==> config.mk <==
export PLATFORM = sky130hd
export DESIGN_NAME = cfg_loader
export DESIGN_NICKNAME = d
export VERILOG_FILES = /design/src/rtl/cfg_loader_pkg.sv /design/src/rtl/cfg_tick_timer.sv /design/src/rtl/cfg_addr_gen.sv /design/src/rtl/cfg_seq_ctrl.sv /design/src/rtl/cfg_loader.sv
export SDC_FILE = /design/constraint.sdc
export NUM_CORES = 1
export LEC_CHECK = 0
export ABC_AREA = 1
export BUFFER_PORTS_ARGS = -buffer_cell sky130_fd_sc_hd__buf_2
export CORE_MARGIN = 2
export CORE_UTILIZATION = 35
export CTS_CLUSTER_SIZE = 12
export DETAILED_ROUTE_END_ITERATION = 8
export GPL_TIMING_DRIVEN = 0
export PLACE_DENSITY = 0.54
export SLEW_MARGIN = 10
export SYNTH_ARGS = -nofsm -noshare
export SYNTH_HDL_FRONTEND = slang
export SYNTH_SLANG_ARGS = --single-unit
==> constraint.sdc <==
create_clock -name clk -period 1.7 [get_ports clk]
set_input_delay 0.085 -clock clk [delete_from_list [all_inputs] [get_ports clk]]
set_output_delay 0.085 -clock clk [all_outputs]
set_load 0.01 [all_outputs]
==> src/rtl/cfg_loader_pkg.sv <==
package cfg_loader_pkg;

    localparam int unsigned BYTE_W = 8;

    typedef enum logic [3:0] {
        ST_IDLE = 4'd0,
        ST_PROG = 4'd1,   // target program pulse
        ST_INIT = 4'd2,   // wait for target ready
        ST_READ = 4'd3,   // flash access window
        ST_PORT = 4'd4,   // byte waits for target not busy
        ST_STRB = 4'd5,   // write strobe cycle
        ST_NEXT = 4'd6,   // advance address, test end conditions
        ST_HALT = 4'd7,   // target configured, bus released
        ST_FAIL = 4'd8    // byte limit reached, bus released
    } seq_st_t;

    typedef struct packed {
        logic ce_n;
        logic oe_n;
        logic wr_n;
        logic prog_n;
        logic own;
        logic err;
    } bus_ctl_t;

    function automatic int unsigned cnt_width(input int unsigned n);
        return (n < 2) ? 1 : $clog2(n + 1);
    endfunction

    function automatic int unsigned max2(input int unsigned a, input int unsigned b);
        return (a > b) ? a : b;
    endfunction

    function automatic bus_ctl_t ctl_of(input seq_st_t s);
        bus_ctl_t c;
        c.ce_n   = (s != ST_READ);
        c.oe_n   = (s != ST_READ);
        c.wr_n   = (s != ST_STRB);
        c.prog_n = (s != ST_PROG);
        c.own    = (s != ST_HALT) && (s != ST_FAIL);
        c.err    = (s == ST_FAIL);
        return c;
    endfunction

endpackage

==> src/rtl/cfg_tick_timer.sv <==
module cfg_tick_timer #(
    parameter int unsigned TW = 4
) (
    input  logic          clk,
    input  logic          rst,
    input  logic          load,
    input  logic [TW-1:0] load_val,
    output logic          zero
);
    logic [TW-1:0] cnt_q;

    always_ff @(posedge clk) begin
        if (rst)
            cnt_q <= '0;
        else if (load)
            cnt_q <= load_val;
        else if (cnt_q != '0)
            cnt_q <= cnt_q - TW'(1);
    end

    assign zero = (cnt_q == '0);

    // an expired timer stays expired until reloaded
    a_r5_timer_parks: assert property (@(posedge clk) disable iff (rst)
        (zero && !load) |=> zero);

endmodule

==> src/rtl/cfg_addr_gen.sv <==
module cfg_addr_gen #(
    parameter int unsigned          ADDR_W    = 24,
    parameter logic [ADDR_W-1:0]    BASE_ADDR = '0,
    parameter int unsigned          MAX_BYTES = 16,
    parameter int unsigned          CW        = 5
) (
    input  logic              clk,
    input  logic              rst,
    input  logic              restart,
    input  logic              step,
    output logic [ADDR_W-1:0] addr,
    output logic              last
);
    localparam logic [CW-1:0] LAST_CNT = CW'(MAX_BYTES - 1);

    logic [ADDR_W-1:0] addr_q;
    logic [CW-1:0]     cnt_q;

    always_ff @(posedge clk) begin
        if (rst || restart) begin
            addr_q <= BASE_ADDR;
            cnt_q  <= '0;
        end else if (step) begin
            addr_q <= addr_q + ADDR_W'(1);
            cnt_q  <= cnt_q + CW'(1);
        end
    end

    assign addr = addr_q;
    assign last = (cnt_q == LAST_CNT);

    // byte count never passes the limit
    a_r9_count_bounded: assert property (@(posedge clk) disable iff (rst)
        cnt_q <= CW'(MAX_BYTES));

endmodule

==> src/rtl/cfg_seq_ctrl.sv <==
module cfg_seq_ctrl
    import cfg_loader_pkg::*;
#(
    parameter int unsigned WAIT_CYC = 5,
    parameter int unsigned PROG_CYC = 8,
    parameter int unsigned TW       = 4
) (
    input  logic          clk,
    input  logic          rst,
    input  logic          tmr_zero,
    input  logic          init_ok,
    input  logic          busy,
    input  logic          done,
    input  logic          last,
    output logic          tmr_load,
    output logic [TW-1:0] tmr_val,
    output logic          restart,
    output logic          step,
    output logic          capture,
    output bus_ctl_t      ctl
);
    localparam logic [TW-1:0] PROG_LD = TW'(PROG_CYC - 1);
    localparam logic [TW-1:0] WAIT_LD = TW'(WAIT_CYC - 1);

    seq_st_t  st_q, st_n;
    bus_ctl_t ctl_q;

    always_comb begin
        st_n     = st_q;
        tmr_load = 1'b0;
        tmr_val  = WAIT_LD;
        restart  = 1'b0;
        step     = 1'b0;
        capture  = 1'b0;
        unique case (st_q)
            ST_IDLE: begin
                restart  = 1'b1;
                tmr_load = 1'b1;
                tmr_val  = PROG_LD;
                st_n     = ST_PROG;
            end
            ST_PROG: if (tmr_zero) st_n = ST_INIT;
            ST_INIT: if (init_ok) begin
                tmr_load = 1'b1;
                st_n     = ST_READ;
            end
            ST_READ: if (tmr_zero) begin
                capture = 1'b1;
                st_n    = ST_PORT;
            end
            ST_PORT: if (!busy) st_n = ST_STRB;
            ST_STRB: st_n = ST_NEXT;
            ST_NEXT: begin
                step = 1'b1;
                if (done)
                    st_n = ST_HALT;
                else if (last)
                    st_n = ST_FAIL;
                else begin
                    tmr_load = 1'b1;
                    st_n     = ST_READ;
                end
            end
            ST_HALT: st_n = ST_HALT;
            ST_FAIL: st_n = ST_FAIL;
            default: st_n = ST_IDLE;
        endcase
    end

    always_ff @(posedge clk) begin
        if (rst) begin
            st_q  <= ST_IDLE;
            ctl_q <= ctl_of(ST_IDLE);
        end else begin
            st_q  <= st_n;
            ctl_q <= ctl_of(st_n);
        end
    end

    assign ctl = ctl_q;

    // program pulse only comes out of the idle/program phase
    a_r2_prog_origin: assert property (@(posedge clk) disable iff (rst)
        $fell(ctl_q.prog_n) |-> $past(st_q) == ST_IDLE);

    // terminal states are never left without reset
    a_r8_terminal_hold: assert property (@(posedge clk) disable iff (rst)
        (st_q == ST_HALT || st_q == ST_FAIL) |=> $stable(st_q));

endmodule

==> src/rtl/cfg_loader.sv <==
module cfg_loader
    import cfg_loader_pkg::*;
#(
    parameter int unsigned       ADDR_W    = 24,
    parameter logic [ADDR_W-1:0] BASE_ADDR = 24'h002000,
    parameter int unsigned       WAIT_CYC  = 5,
    parameter int unsigned       PROG_CYC  = 8,
    parameter int unsigned       MAX_BYTES = 1048576
) (
    input  logic              clk,
    input  logic              rst,
    output logic [ADDR_W-1:0] fl_addr,
    output logic              fl_ce_n,
    output logic              fl_oe_n,
    input  logic [7:0]        fl_data_i,
    output logic              bus_own,
    output logic              tgt_prog_n,
    input  logic              tgt_init_n,
    input  logic              tgt_busy,
    input  logic              tgt_done,
    output logic [7:0]        tgt_data,
    output logic              tgt_wr_n,
    output logic              cfg_err
);
    localparam int unsigned TW = cnt_width(max2(WAIT_CYC, PROG_CYC));
    localparam int unsigned CW = cnt_width(MAX_BYTES);

    logic              tmr_load, tmr_zero;
    logic [TW-1:0]     tmr_val;
    logic              restart, step, capture, last;
    bus_ctl_t          ctl;
    logic [BYTE_W-1:0] byte_q;

    cfg_tick_timer #(.TW(TW)) u_timer (
        .clk      (clk),
        .rst      (rst),
        .load     (tmr_load),
        .load_val (tmr_val),
        .zero     (tmr_zero)
    );

    cfg_addr_gen #(
        .ADDR_W    (ADDR_W),
        .BASE_ADDR (BASE_ADDR),
        .MAX_BYTES (MAX_BYTES),
        .CW        (CW)
    ) u_addr (
        .clk     (clk),
        .rst     (rst),
        .restart (restart),
        .step    (step),
        .addr    (fl_addr),
        .last    (last)
    );

    cfg_seq_ctrl #(
        .WAIT_CYC (WAIT_CYC),
        .PROG_CYC (PROG_CYC),
        .TW       (TW)
    ) u_ctrl (
        .clk      (clk),
        .rst      (rst),
        .tmr_zero (tmr_zero),
        .init_ok  (tgt_init_n),
        .busy     (tgt_busy),
        .done     (tgt_done),
        .last     (last),
        .tmr_load (tmr_load),
        .tmr_val  (tmr_val),
        .restart  (restart),
        .step     (step),
        .capture  (capture),
        .ctl      (ctl)
    );

    always_ff @(posedge clk) begin
        if (rst)
            byte_q <= '0;
        else if (capture)
            byte_q <= fl_data_i;
    end

    assign tgt_data   = byte_q;
    assign fl_ce_n    = ctl.ce_n;
    assign fl_oe_n    = ctl.oe_n;
    assign tgt_wr_n   = ctl.wr_n;
    assign tgt_prog_n = ctl.prog_n;
    assign bus_own    = ctl.own;
    assign cfg_err    = ctl.err;

    // no flash access during the program pulse
    a_r3_no_read_in_prog: assert property (@(posedge clk) disable iff (rst)
        !fl_ce_n |-> tgt_prog_n);

    // address steady across a read
    a_r4_addr_hold: assert property (@(posedge clk) disable iff (rst)
        (!fl_oe_n && $past(!fl_oe_n)) |-> $stable(fl_addr));

    // output enable only together with chip enable
    a_r5_oe_with_ce: assert property (@(posedge clk) disable iff (rst)
        !fl_oe_n |-> !fl_ce_n);

    // strobe is a single cycle
    a_r6_single_strobe: assert property (@(posedge clk) disable iff (rst)
        !tgt_wr_n |=> tgt_wr_n);

    // byte steady while strobing
    a_r6_byte_stable: assert property (@(posedge clk) disable iff (rst)
        !tgt_wr_n |-> $stable(tgt_data));

    // strobe never follows a busy sample
    a_r7_strobe_not_busy: assert property (@(posedge clk) disable iff (rst)
        $fell(tgt_wr_n) |-> !$past(tgt_busy));

    // release is final until reset
    a_r8_release_final: assert property (@(posedge clk) disable iff (rst)
        !bus_own |=> !bus_own);

    // error implies release
    a_r9_err_released: assert property (@(posedge clk) disable iff (rst)
        cfg_err |-> !bus_own);

endmodule

# Yosys cells after proc, flatten, opt, wreduce, memory -nomap -nowiden
# Cells that the tools add are included.
dict set report word_totals {
  register_bits 66
  inputBits 13
  output_inout_bits 38
  elab_cells 52
}
dict set report classes {
  addsub 3
  eq_ne 15
  muxes 18
  reduce_logical 6
}
# cell n
set ops {}
lappend ops {{one-hot mux 4 bit (9 select lines)} 1}
lappend ops {{two-way mux 4 bit} 8}
lappend ops {{adder 24 x 1 -> 24 bit, second input constant} 1}
lappend ops {{adder 21 x 1 -> 21 bit, second input constant} 1}
lappend ops {{== test 21 x 20 -> 1 bit, second input constant} 1}
lappend ops {{== test 4 x 3 -> 1 bit, second input constant} 4}
lappend ops {{== test 4 x 2 -> 1 bit, second input constant} 2}
lappend ops {{== test 4 bit, second input constant} 2}
lappend ops {{logical NOT 4 bit} 2}
lappend ops {{inequality test 4 x 3 -> 1 bit, second input constant} 2}
lappend ops {{two-way mux 1 bit} 7}
lappend ops {{== test 4 x 1 -> 1 bit, second input constant} 1}
lappend ops {{inequality test 4 x 1 -> 1 bit, second input constant} 1}
lappend ops {{inequality test 4 x 2 -> 1 bit, second input constant} 1}
lappend ops {{inequality test 4 bit, second input constant} 1}
lappend ops {{nonzero test 4 bit} 1}
lappend ops {{subtractor 4 x 1 -> 4 bit, second input constant} 1}
lappend ops {{one-hot mux 1 bit (3 select lines)} 1}
lappend ops {{two-way mux 2 bit} 1}
lappend ops {{nonzero test 2 bit} 1}
lappend ops {{logical AND 1 bit} 1}
lappend ops {{logical OR 1 bit} 1}

# Longest topological paths before layout
# Gate-level depths: netlist of run 1.
dict set report depth {
  ltp_word 6
  mapped_depth 11
  ltp_nobuf 11
}

# Modules after synthesis
# Synthesis of run 1 repeated with hierarchy kept, for this count alone.
dict set report hier_totals {
  hier_cells 523
  area_unflattened_um2 3473.3
}
# mod instances cells_per_inst area_per_inst_um2 seq_area_each_um2
set modules_own_cells {}
lappend modules_own_cells {cfg_addr_gen 1 353 2379.8 900.9}
lappend modules_own_cells {cfg_seq_ctrl 1 79 504.2 180.2}
lappend modules_own_cells {cfg_loader 1 51 341.6 160.2}
lappend modules_own_cells {cfg_tick_timer 1 40 247.7 80.1}

# Least setup slack after synthesis of run 1
# OpenSTA, ideal clock, no wires.
dict set report synth_path {
  path_type {register -> register}
  start {reg u_addr.addr_q[0], in the netlist u_addr.addr[0]}
  end {reg u_addr.addr_q[16], in the netlist u_addr.addr[16]}
  setup_ps 70
  arrival_ps 1408
  required_ps 1630
  path_slack_ps 223
  path_stages_with_launch 9
  path_buffers 0
  synth_period_minus_slack_ps 1477
  cell_sequence {dfxtp_1 > ha_1 > inv_1 > nor2_1 > nand2_1 > nor2_1 > xor2_1 > nand2_1 > a21oi_1}
}
dict set report synth_between {
  elab_chain_len 1
}
# element line_no
set synth_rtl {}
lappend synth_rtl {{start, declared} cfg_addr_gen.sv:16} ;# logic [ADDR_W-1:0] addr_q;
lappend synth_rtl {{start signal, assigned} cfg_addr_gen.sv:24} ;# addr_q <= addr_q + ADDR_W'(1);
lappend synth_rtl {{adder 24 x 1 -> 24 bit} cfg_addr_gen.sv:24}
# Every way passes these cells.
# A chain may end at the register's enable or synchronous reset.

# Final worst setup path of run 1
dict set report layout_path {
  start {reg u_addr.addr_q[1], in the netlist u_addr.addr[1]}
  end {reg u_addr.addr_q[16], in the netlist u_addr.addr[16]}
}
# The elaborated chain is that of the path after synthesis.

==> flow_metrics.tcl, run 1 <==
set metrics [dict create \
    post-place-ws_ps -13.9 \
    ys_seq_area_share_pct 37.3 \
    cp-end-kind "flip-flop" \
    tritoncts "yes" \
    rr_startpoint "u_addr.addr[1]" \
    clock_skew_ps 8.01 \
    dp_hpwl_mm 6.52 \
    synth_cell_types 32 \
    synth_edf_count 0 \
    drcViolationCount 0 \
    worstPathRequired_ps 1970 \
    grt_pass1_wl_mm 15.1 \
    postPlaceCellArea_sq_mm 0.00396 \
    timing.critical_path.from_type "flip-flop" \
    worstPathArrival_ps 1810 \
    gr-total-overflow 0 \
    grt_max_degree 13 \
    internal-power_mw 2.63 \
    drt-total-wl_mm 8.84 \
    n_antenna_cell 0 \
    p_switching_mw 0.957 \
    max_freq_mhz 650 \
    p_seq_share_pct 45.0 \
    worst_hold_path_type "primary input to flip-flop" \
    via_count 3484 \
    synthTopCellsByArea "dfxtp_1, nand2_1, nor2_1" \
    core_area_sq_mm 0.00982 \
    start_util_pct 36.1 \
    crit_start "u_addr.addr[1]" \
    swShare_pct 26.7 \
    dr_wl_met3_um 303 \
    power.share.combinational_pct 12.9 \
    finalWeightedCongestion 0.827 \
    hold_violations 0 \
    cp_top_family "simple AND/OR/NAND/NOR gates" \
    setup_ws_ps 162 \
    grt_pass1_vias 3190 \
    min_from "rst" \
    wire_per_inst_um 11.9 \
    synth_area_leader_cell "dfxtp_1" \
    layout.cells.non_filler 741 \
    status "completed" \
    path_cells "ha_4, inv_1, nor2_4, nand2_1, nor2_1, xor2_1, nand2_1, a21oi_1" \
    htree_levels 3 \
    yosysMostFrequentCell "nand2_1" \
    ys_ff_latch 66 \
    io_pins 51 \
    synth_common_cells "nand2_1, nor2_1, dfxtp_1" \
    clkTransAtPathRegs_ps 80 \
    cp.depth 8 \
    nFillCells 1074 \
    rr_endpoint "u_addr.addr[16]" \
    worst_slew_pin_slew_ps 372 \
    dr_wl_met2_mm 4.16 \
    cts_made_buffers 9 \
    antenna_found_initial 0 \
    min_period_ps 1540 \
    drv_slew 0 \
    path_max_fanout 4 \
    grt_use_total_pct 16.9 \
    ff2ff_setup_slack_ps 160 \
    final-setup-viol-count 0 \
    design_area_sq_mm 0.00432 \
    dp_cells 715 \
    clock-root-buffer "clkbuf_8" \
    drive_above_1_share_pct 18.4 \
    via_per_inst 4.70 \
    antenna_left 0 \
    wl_met1_mm 4.31 \
    crit_top_cell "nand2_1" \
    leakage_nw 1.74 \
    rows 36 \
    path_buf_inv 1 \
    dr.pass1.iters 5 \
    maxCapViolations 0 \
    crit_type "flip-flop to flip-flop" \
    drtIter0Drc 141 \
    netlist_area_sq_mm 0.00354 \
    die_width_um 105 \
    max_stage_delay_ps 420 \
    syn_inst 532 \
    cts_sinks 66 \
    syn_nets 548 \
    worstSkewPairLatency_ps 340 \
    synthArstFlopShare_pct 0 \
    vdd_drop_max_mv 0.400 \
    power_density_mw_per_mm2 830 \
    final_nets 619 \
    yosysWarnings 0 \
    worstHoldPathCells 2 \
    reg2regPathDepth 8 \
    top_layer_used "met4" \
    area_growth_pct 22.0 \
    dieArea_sq_mm 0.0109 \
    endpoint "u_addr.addr[16]" \
    seqCellArea_sq_mm 0.00132 \
    clkPwrFrac_pct 42.1 \
    die_h_um 105 \
    avgSynthCellArea_sq_um 6.66 \
    crit_path_top_delay_cell "dfxtp_1" \
    portBuffers 50 \
    cts.path.max_buffers 2 \
    timing.slew.headroom_pct 75.0 \
    multi_input_area_sq_mm 0.00201 \
    synth_top_area_share_pct 37.3 \
    finalSetupTns_ps 0 \
    min_period_over_period_pct 90.4 \
    synth_ff_type "dfxtp_1" \
]
-- state kept, by name, indices dropped and copies added (netlist names) --
signal	count
u_addr.addr	24
u_addr.cnt_q	21
u_ctrl.st_q	4
u_ctrl.ctl	5
tgt_data	8
u_timer.cnt_q	4
-- final cells by class --
class | count | share of cell area (%)
buffer | 10 | 1.39
sequential | 66 | 30.6
inverter | 51 | 4.43
tap | 133 | 3.85
clock buffer | 10 | 3.18
timing repair buffer | 60 | 7.99
multi-input combinational | 405 | 46.4
clock inverter | 6 | 2.08
-- layer usage --
metal / GRT usage (%) / vias to the layer above
met5: 0 / -
met4: 5.43 / 0
met3: 3.99 / 4
met2: 27.3 / 44
met1: 22.2 / 1598
li1: - / 1838
-- cell families after synthesis --
logic type                 synth area share, %
and+or+nand+nor                           42.1
AOI/OAI and AO/OA                         9.78
DFF                                       37.3
buffers and inverters                     7.10
xor gates and xnor gates                  2.72
adders and majority gates                 1.06
-- cell usage in the layout (no fill, tap or decap), drive strengths merged --
cell type	instances
nand3	22
clkinvlp	1
nor3	8
clkinv	3
xnor2	3
inv	51
a31oi	1
a21oi	40
ha	3
nor2	105
or2	1
nand2	166
xor2	8
nor3b	2
a21o	1
buf	61
dfxtp	66
nand4	15
bufinv	2
o21a	5
clkbuf	11
dlygate4sd3	8
nand3b	6
o21ai	19
-- worst register-to-register path, cell delays in order, from the launching register on --
cell and delay [ps]:
dfxtp_1 420, ha_4 180, inv_1 110, nor2_4 180, nand2_1 120, nor2_1 140
xor2_1 160, nand2_1 70, a21oi_1 110
-- power by group through the flow --
| stage | registers [mW] | clock network (mW) | logic [mW] |
|---|---|---|---|
| 6_report | 1.62 | 1.51 | 0.462 |
| 3_5_place_dp | 1.65 | 0 | 0.443 |
| 3_3_place_gp | 1.65 | 0 | 0.436 |
| 2_1_floorplan | 1.65 | 0 | 0.321 |
| 5_1_grt | 1.62 | 1.65 | 0.531 |
| 4_1_cts | 1.62 | 1.57 | 0.458 |
-- what timing repair did --
action | 4_1_cts | 5_1_grt
hold buffers | 8 | 0
endpoints found under the setup margin | 3 | 20
hold endpoints to repair | 8 | 0
resized for setup | 2 | 9
pin swaps | 0 | 1
buffers inserted | 0 | 2
-- worst min-delay path by stage --
stage / endpoint / slack [ps]
after floorplan: u_ctrl.st_q[0] / 150
after global placement: tgt_data[3] / 310
after detailed placement: tgt_data[6] / 320
after CTS: u_timer.cnt_q[0] / 10
after global routing: u_timer.cnt_q[0] / 30
final: u_timer.cnt_q[0] / 40
-- stage by stage --
step / util [%] / hold slack, ps / total power [mW]
after floorplan: - / 154 / 1.98
after global placement: 40.3 / 308 / 2.09
after detailed placement: 40.3 / 316 / 2.09
after CTS: 43.5 / 14.1 / 3.64
after global routing: 44.0 / 30.6 / 3.80
final: 44.0 / 38.5 / 3.59
No activity file was read; power rests on OpenSTA's default activity.
==> inputs of run 2 (changes only) <==
==> constraint.sdc (replaced) <==
create_clock -name clk -period 1.7 [get_ports clk]
set_input_delay 0 -clock clk [delete_from_list [all_inputs] [get_ports clk]]
set_output_delay 0 -clock clk [all_outputs]
set_load 0.01 [all_outputs]
==> flow_metrics.tcl, run 2 (synthesis gave the netlist of run 1 again) <==
set metrics [dict create \
    design_area_sq_mm 0.00433 \
    finalWeightedCongestion 0.827 \
    wl_met1_mm 4.26 \
    cts.path.max_buffers 2 \
    swShare_pct 26.8 \
    antenna_found_initial 0 \
    grt_max_degree 13 \
    grt_pass1_vias 3191 \
    min_period_over_period_pct 90.5 \
    grt_use_total_pct 16.9 \
    timing.critical_path.from_type "flip-flop" \
    worstPathArrival_ps 1820 \
    p_switching_mw 0.962 \
    tritoncts "yes" \
    setup_ws_ps 162 \
    path_cells "ha_4, inv_1, nor2_4, nand2_1, nor2_1, xor2_1, nand2_1, a21oi_1" \
    final-setup-viol-count 0 \
    post-place-ws_ps -13.9 \
    worst_hold_path_type "primary input to flip-flop" \
    clkTransAtPathRegs_ps 80 \
    largest_reg_flops 24 \
    internal-power_mw 2.63 \
    crit_path_top_delay_cell "dfxtp_1" \
    portBuffers 50 \
    cts_sinks 66 \
    vdd_drop_max_mv 0.400 \
    worstPathRequired_ps 1980 \
    final_cell_mix "nand2_1, nor2_1, dfxtp_1" \
    maxCapViolations 0 \
    gr-total-overflow 0 \
    die_h_um 105 \
    core_area_sq_mm 0.00982 \
    top_layer_used "met4" \
    power_density_mw_per_mm2 830 \
    worstSkewPairLatency_ps 350 \
    n_antenna_cell 0 \
    cts_made_buffers 9 \
    wire_per_inst_um 11.9 \
    drtIter0Drc 154 \
    clock-root-buffer "clkbuf_8" \
    final_common_cell "nand2_1" \
    clock_skew_ps 8.80 \
    rows 36 \
    power.share.combinational_pct 12.9 \
    clkPwrFrac_pct 42.2 \
    dr_wl_met3_um 361 \
    dp_cells 715 \
    max_stage_delay_ps 420 \
    crit_type "flip-flop to flip-flop" \
    grt_pass1_wl_mm 15.1 \
    max_freq_mhz 650 \
    layout.cells.non_filler 742 \
    drcViolationCount 0 \
    dr.pass1.iters 4 \
    die_width_um 105 \
    drt-total-wl_mm 8.84 \
    path_max_fanout 4 \
    drive_above_1_share_pct 18.4 \
    min_period_ps 1540 \
    area_growth_pct 22.2 \
    dp_hpwl_mm 6.52 \
    postPlaceCellArea_sq_mm 0.00396 \
    crit_top_cell "nand2_1" \
    worst_slew_pin_slew_ps 372 \
    start_util_pct 36.1 \
    status "completed" \
    drv_slew 0 \
    via_per_inst 4.70 \
    dieArea_sq_mm 0.0109 \
    htree_levels 3 \
    antenna_left 0 \
    io_pins 51 \
    final_nets 620 \
    via_count 3485 \
    hold_violations 0 \
    p_seq_share_pct 44.9 \
    timing.slew.headroom_pct 75.0 \
    cp-end-kind "flip-flop" \
    leakage_nw 1.75 \
    dr_wl_met2_mm 4.12 \
]
[run 2: layout make-up]
type	count	area (sq um)
inverters	51	191
well taps	133	166
flip-flops and latches	66	1320
clock buffers	10	138
clock inverters	6	90.1
plain buffers	10	60.1
fillers	1074	5490
multi-input cells	405	2010
repair buffers	61	355
[run 2: metal layers]
metal	vias up	track usage (%)
li1	1839	-
met1	1589	22.2
met2	51	27.3
met3	6	3.99
met4	0	5.43
met5	-	0
[run 2: what timing repair did]
action / 4_1_cts / 5_1_grt
hold endpoints to repair: 12 / 0
setup buffers: 0 / 2
pin swaps: 0 / 1
hold buffers: 9 / 0
resized for setup: 2 / 9
setup endpoints to repair: 3 / 20
[run 2: final timing paths]
| check | depth (start not counted) | startpoint | slack, ps | endpoint |
|---|---|---|---|---|
| min | 4 | tgt_init_n | 70 | u_timer.cnt_q[0] |
| max | 8 | u_addr.addr[1] | 160 | u_addr.addr[16] |
| min reg2reg | 2 | u_timer.cnt_q[1] | 480 | u_timer.cnt_q[1] |
| max reg2reg | 8 | u_addr.addr[1] | 160 | u_addr.addr[16] |
[run 2: critical path: cells and delay by family, from the launching register on]
family | cells | cell delay, ps
adders and majority gates | 1 | 180
AOI/OAI and AO/OA | 1 | 110
xor gates and xnor gates | 1 | 160
buffers and inverters | 1 | 110
DFF | 1 | 420
and+or+nand+nor | 4 | 490
[run 2: power groups by stage]
stage	logic [mW]	registers [mW]	clock network [mW]
floorplan	0.321	1.65	0
global placement	0.436	1.65	0
detailed placement	0.443	1.65	0
CTS	0.460	1.62	1.57
global route	0.532	1.62	1.65
finish	0.462	1.62	1.52
[run 2: through the flow]
stage / setup TNS, ps / util (%) / total power, mW / hold slack (ps)
after floorplan: 0 / - / 1.98 / 69.1
after global placement: -1.01 / 40.3 / 2.09 / 223
after detailed placement: -17.3 / 40.3 / 2.09 / 231
after CTS: 0 / 43.6 / 3.64 / 63.0
after global routing: -7.30 / 44.1 / 3.80 / 76.7
final: 0 / 44.1 / 3.59 / 73.0
